File: src/rtl/cmd_mailbox.sv
module cmd_mailbox #(
  parameter int ADDR_W     = 8,
  parameter int DATA_BYTES = 16,
  parameter int LATENCY    = 4,
  parameter int NUM_MB     = 2
) (
  input  logic              clk,
  input  logic              rst_n,
  input  logic [ADDR_W-1:0] addr,
  input  logic [7:0]        wdata,
  input  logic              we,
  input  logic              re,
  output logic [7:0]        rdata,
  output logic              irq
);
  localparam int CMD_BYTES = 4;
  localparam int IDX_W     = $clog2(DATA_BYTES);
  localparam int CNT_W     = $clog2(LATENCY + 1);
  localparam logic [ADDR_W-1:0] EVT_ADDR = ADDR_W'(8'h14);
  localparam logic [ADDR_W-1:0] MSK_ADDR = ADDR_W'(8'h16);
  localparam logic [ADDR_W-1:0] CLR_ADDR = ADDR_W'(8'h18);

  function automatic logic [ADDR_W-1:0] cmd_addr(input int m);
    return ADDR_W'(8 * (m + 1));
  endfunction

  logic [ADDR_W-1:0] last_addr;
  logic              last_vld;
  logic [IDX_W-1:0]  idx;
  wire               acc  = we | re;
  wire [IDX_W-1:0]   eidx = (last_vld && addr == last_addr) ? idx : '0;

  logic [NUM_MB-1:0][CMD_BYTES-1:0][7:0]  cmdr;
  logic [NUM_MB-1:0][DATA_BYTES-1:0][7:0] datr;
  logic [NUM_MB-1:0][DATA_BYTES-1:0][7:0] res;
  logic [NUM_MB-1:0][31:0]                cmd_code;
  logic [NUM_MB-1:0][CNT_W-1:0]           cnt;
  logic [NUM_MB-1:0] busy, evt, mask, ok, done;

  wire [NUM_MB-1:0] clr = (we && addr == CLR_ADDR) ? wdata[NUM_MB-1:0] : '0;
  assign irq = |(evt & mask);

  always_comb begin
    logic [7:0] s;
    for (int m = 0; m < NUM_MB; m++) begin
      cmd_code[m] = {cmdr[m][0], cmdr[m][1], cmdr[m][2], cmdr[m][3]};
      done[m] = busy[m] && cnt[m] == '0;
      ok[m]   = 1'b1;
      res[m]  = datr[m];
      s       = '0;
      case (cmd_code[m])
        "ECHO": res[m] = datr[m];
        "INVB": res[m] = ~datr[m];
        "REVS": for (int k = 0; k < DATA_BYTES; k++) res[m][k] = datr[m][DATA_BYTES-1-k];
        "SUMB": begin
          for (int k = 0; k < DATA_BYTES; k++) s = s + datr[m][k];
          res[m]    = '0;
          res[m][0] = s;
        end
        default: ok[m] = 1'b0;
      endcase
    end
  end

  always_ff @(posedge clk) begin
    if (!rst_n) begin
      last_addr <= '0;
      last_vld  <= 1'b0;
      idx       <= '0;
      cmdr      <= '0;
      datr      <= '0;
      cnt       <= '0;
      busy      <= '0;
      evt       <= '0;
      mask      <= '0;
    end else begin
      if (acc) begin
        last_addr <= addr;
        last_vld  <= 1'b1;
        idx       <= eidx + IDX_W'(1);
      end
      for (int m = 0; m < NUM_MB; m++) begin
        if (busy[m]) begin
          if (done[m]) begin
            busy[m] <= 1'b0;
            cmdr[m] <= ok[m] ? '0 : 32'h444D4321;
            if (ok[m]) datr[m] <= res[m];
          end else begin
            cnt[m] <= cnt[m] - CNT_W'(1);
          end
        end else if (we && addr == cmd_addr(m)) begin
          cmdr[m][eidx[1:0]] <= wdata;
          if (eidx[1:0] == 2'd3) begin
            busy[m] <= 1'b1;
            cnt[m]  <= CNT_W'(LATENCY - 1);
          end
        end else if (we && addr == cmd_addr(m) + ADDR_W'(1)) begin
          datr[m][eidx] <= wdata;
        end
      end
      evt <= (evt & ~clr) | done;
      if (we && addr == MSK_ADDR) mask <= wdata[NUM_MB-1:0];
    end
  end

  always_comb begin
    rdata = '0;
    if (re) begin
      for (int m = 0; m < NUM_MB; m++) begin
        if (addr == cmd_addr(m)) rdata = cmdr[m][eidx[1:0]];
        if (addr == cmd_addr(m) + ADDR_W'(1)) rdata = datr[m][eidx];
      end
      if (addr == EVT_ADDR) rdata[NUM_MB-1:0] = evt;
      if (addr == MSK_ADDR) rdata[NUM_MB-1:0] = mask;
    end
  end
endmodule

File: config.mk
export PLATFORM = sky130hd
export DESIGN_NAME = cmd_mailbox
export DESIGN_NICKNAME = d
export VERILOG_FILES = /design/src/rtl/cmd_mailbox.sv
export SDC_FILE = /design/constraint.sdc
export NUM_CORES = 2
export LEC_CHECK = 0
export ABC_AREA = 0
export CAP_MARGIN = 40
export CORE_AREA = 5 5 276 224
export CTS_BUF_LIST = sky130_fd_sc_hd__clkbuf_2 sky130_fd_sc_hd__clkbuf_4 sky130_fd_sc_hd__clkbuf_8
export CTS_CLUSTER_DIAMETER = 60
export DETAILED_ROUTE_END_ITERATION = 10
export DIE_AREA = 0 0 281 229
export PLACE_DENSITY = 0.64
export SYNTH_ARGS = -nofsm -noshare
export SYNTH_HDL_FRONTEND = slang
export SYNTH_SLANG_ARGS = --single-unit
File: constraint.sdc
create_clock -name clk -period 9.3 [get_ports clk]
set_input_delay 2.325 -clock clk [delete_from_list [all_inputs] [get_ports clk]]
set_output_delay 2.325 -clock clk [all_outputs]
set_load 0.02 [all_outputs]
Word-level counts from Yosys, hierarchy flattened
Cells that the tools add are included.

Bits in read-only memories: 0. Memories: 0. Latch bits: 0. Output and inout bits: 9. Bits in registers: 345. Memory bits (writable): 0.

Order comparisons: 4. Equal/unequal tests: 27. $mul: 0. Reduce and logical (&&, ||, !) cells: 28. Bitwise operators: 7. Shift-type cells: 0. Add/sub/neg operators: 33. Div/mod/pow operators: 0. Muxes and demuxes: 61.

Operators with widths (count): $mux W128 (10); $pmux W128 S3 (2); $bwmux W128 (2); $eq A32 B31 Y1 const B (8); $not A128 Y128 (2); $add A8 B8 Y8 (30); $mux W32 (6); $mux W8 (11); $bmux W8 S4 (2); $bwmux W32 (2); $mux W31 (2); $eq A8 B5 Y1 const B (5); $bmux W8 S2 (2); $demux W8 S4 (1); $mux W3 (7); $demux W8 S2 (1); $eq A8 B4 Y1 const B (2); $reduce_bool A2 Y1 (6); $logic_and A1 B1 Y1 (11); $reduce_and A5 Y1 (2); $mux W1 (9); $eq A8 B8 Y1 (1); $ne A2 B1 Y1 const B (4); $ne A2 B2 Y1 const B (4); 19 further kinds (28).

Logic depth before layout (Yosys ltp)
Word-level depth: 19. Mapped depth: 21.

Worst setup path after synthesis
OpenSTA, ideal clock, no wires.

Kind: input to output. Start point: input port addr[4]. End point: output port rdata[7]. Stages on the path: 10. Required time: 6.975 ns. Data arrival time: 5.056 ns. Slack: 1.919 ns. Buffers on the path: 3. Cells stage by stage: clkbuf_1 > xnor2_1 > nand3_1 > nor4_1 > inv_1 > clkbuf_1 > clkbuf_1 > a31oi_1 > nor2_1 > o311ai_0.

Word-level cells in the longest chain between the ends: 10.

Ends and longest elaborated chain: start: declaration (RTL line 9) `input logic [ADDR_W-1:0] addr,`; parallel branches: the longest is 8 deep, another holds $eq A8 B8 Y1; $mux W8 * (RTL line 111) `if (addr == cmd_addr(m) + ADDR_W'(1)) rdata = datr[m][eidx];`; $mux W8 * (RTL line 108) `if (re) begin`; end: declaration (RTL line 13) `output logic [7:0] rdata,`.

Every way passes the cells marked *. The select of a mux whose other input is x is not followed.

Worst setup path in the final report
Start point: input port addr[1]. End point: output port rdata[6].

Same word-level chain as after synthesis.

==> metrics.txt <==
outcome=complete, no violations; # H-tree levels=2; R2R depth=19; synthesized flop and latch total=~350; total wire length=~110000 microns; fmax=between 0.1 and 0.15 GHz; TritonCTS Buffers=61; postcts setup bufs=0; Switch Pwr=834.2 uW; Die Height=229 microns; Leak=between 0.01 and 0.015 uW; combinational share of power=0.043; Nets=approximately 3400; Synth Instances=approximately 3200; CTS resizes=0; Max clock buf depth=3; Syn Std Cell Area=approximately 26000 sq um; Cell Count, Final, Fillers Out=3961; synthesized area per cell=around 8 sq um; I/O pin count=29; asr flop ratio synth=0; number of iterations in the first detailed-routing pass=7; Core Area=~59000 sq um; max cap viols=0; TritonCTS clock tree=done; DR iter-0 viols=3473; via count=26738; CP Launch Type=input pin; Sw Ratio=0.2575; final hold vios=0; Final Max Slew Viols=0; Post-Synth Adder-Cell Area=0.1489; Area Growth Syn to Fin=10.68%; syn nets=around 3400; Post-Synth Simple-Gate Area=0.1495; antenna violations before repair=3; Rel. slew slack=0.3308; Critical Path AT=approximately 6.5 ns; Min-Delay Path Class=reg -> reg; DRC Markers=0; CP endpoint kind=primary output; RSZ-0062 raised after global routing=no; post-layout util=0.4927; Compound-Gate Fraction of Synth Area=0.3014; sequential power share=0.459; clock power share=0.499; Worst Max-Slew Pin Slew=0.9911 ns; mux cell area share after synthesis=0.02966; Max VDD drop=0.1132 mV; Power Total=approximately 3200 uW; Top FF cell, synth=dfxtp_1; Avg WL per Cell=~28 microns; Int Power=2405 uW; hold endpoint=cnt[0]; met3 Track Usage GR=0.09357; clock skew=0.05404 ns; fin crit period=8.818 ns; Post-synth EDFFs=0; Hold Startpoint=cnt[0]; post-DP HPWL=77450 microns; global-route wire length before repair=~160000 microns; final setup fails=0; met2 usage=0.4666; Ys Warns=0; total power divided by cell area=between 100 and 150 nW/um^2; ANT nets after route=0; share of layout cells above drive strength 1=0.09940; DIE AREA=between 60000 and 70000 sq um; Setup Crit Path Kind=in -> out; sequential fraction of the synthesis area=0.2632; number of global-route vias before repair=25268; CTS Hold Bufs=0; Worst Hold Path Cells=2; Site Rows=80; CP Data Required Time=roughly 7 ns; clk sinks=around 350; IO buf count=28; largest family of logic cells by synthesized area=compound AO/OA/AOI/OAI gates; Fin Setup TNS=0 ns; period utilization=0.9482; Initial Utilization=0.4451; root buffer cell=clkbuf_8; reg2reg start=datr[98]; Reg clk slew, reported paths=roughly 0.07 ns; worst reg-to-reg setup slack=3.56 ns; Post-Synth XOR/XNOR Area=0.02527; met1 usage=0.4593; Die W=281 microns; Vias/cell=approximately 6.8; Reg-to-Reg End=datr[6]; GR Util All Layers=0.3273; Synth cell types=86; global route total overflow=0; placed insts=3846; routability congestion estimate=about 0.96; layer with the highest usage=met2; clk_lat worst skew=between 0.7 and 0.8 ns; CP max FO=18; largest net degree at the start of global routing=between 80 and 90
cell usage in the layout (no fill, tap or decap), types with 29 or more instances in the layout:
master and n:
o211ai_1 117, nor3_1 29, nand3_1 70, buf_4 97, dfxtp_1 342, a31oi_1 44, nand2_1 232, a32oi_1 39
o211a_1 111, xnor2_1 60, o21ai_0 69, fa_1 174, mux2i_1 62, nor2_1 375, ha_1 34, inv_1 272
clkbuf_8 73, a21oi_1 236, o22ai_1 52, a211oi_1 199
state kept, by name, summed over array words and instances, names as in the netlist:
name       count
busy           2
cmd_code      64
cnt            6
datr         256
evt            2
idx            4
last_addr      8
last_vld       1
mask           2
how the worst max path moves through the flow:
stage	endpoint	cells past startpoint	from
2_1_floorplan	rdata[7]	10	addr[4]
3_3_place_gp	rdata[1]	12	addr[1]
3_5_place_dp	rdata[1]	12	addr[1]
4_1_cts	rdata[1]	12	addr[1]
5_1_grt	rdata[6]	12	addr[1]
6_report	rdata[6]	12	addr[1]
worst max-delay path, cell delays in order:
cell	delay (ns)
clkdlybuf4s50_1	0.58
xnor2_1	0.29
and3_1	0.50
nand3_1	0.17
nor2_1	0.17
clkinv_1	0.20
buf_4	0.27
a211oi_1	0.23
a31oi_1	0.07
a22oi_1	0.65
o221ai_1	0.39
clkdlybuf4s50_1	0.64
cell families after synthesis:
kind of cell | Yosys count
mux | 75
flops | 345
buf+inv | 549
fa+ha+maj | 208
simple gates | 875
xor+xnor | 71
compound gates | 1074
metrics by stage:
step	area, sq um	hold slack (ns)	setup WS [ns]
detailed placement	27680	0.4632	0.6348
CTS	29040	0.4760	0.6093
global route	29040	0.5004	0.3226
global placement	27280	0.4416	0.7633
floorplan	26240	0.4319	1.919
finish	29050	0.4687	0.4817
layout make-up:
cell class	count	area (sq um)
Sequential cell	345	6913
Clock buffer	96	1177
Multi-Input combinational cell	2303	17390
Fill cell	5622	29910
Antenna cell	3	7.507
Tap cell	779	974.7
Inverter	275	1037
Timing Repair Buffer	144	1366
Clock inverter	16	178.9
synth_stat cells, drive strengths merged (10+ instances only):
cell type / instances / share of area
a2111oi: 10 / 0.0033
a211oi: 222 / 0.070
a21oi: 236 / 0.045
a221o: 10 / 0.0038
a221oi: 27 / 0.0090
a22o: 15 / 0.0050
a2bb2oi: 20 / 0.0067
a311oi: 11 / 0.0037
a31oi: 44 / 0.010
a32oi: 39 / 0.013
and3: 10 / 0.0024
buf: 57 / 0.012
clkbuf: 217 / 0.031
dfxtp: 345 / 0.26
fa: 174 / 0.13
ha: 34 / 0.016
inv: 273 / 0.039
mux2: 12 / 0.0051
mux2i: 62 / 0.024
nand2: 232 / 0.033
nand2b: 10 / 0.0024
nand3: 71 / 0.014
nand4: 23 / 0.0055
nor2: 375 / 0.054
nor2b: 30 / 0.0072
nor3: 49 / 0.010
nor3b: 11 / 0.0031
nor4: 17 / 0.0043
o2111ai: 10 / 0.0033
o211a: 111 / 0.042
o211ai: 117 / 0.033
o21ai: 72 / 0.014
o22ai: 52 / 0.012
o2bb2ai: 15 / 0.0050
xnor2: 60 / 0.020
power groups by stage:
stage / logic [uW] / registers, uW / clock network, uW
6_report: 138 / 1490 / 1620
5_1_grt: 141 / 1480 / 1700
4_1_cts: 132 / 1490 / 1630
3_5_place_dp: 131 / 1520 / 0
3_3_place_gp: 124 / 1520 / 0
2_1_floorplan: 68.6 / 1520 / 0
routing by layer:
metal,wire (microns),vias to the layer above
met5,13,-
met4,5994,2
met3,14110,387
met2,45310,1888
met1,44170,13030
li1,-,11431
No activity file was read; power rests on OpenSTA's default activity.
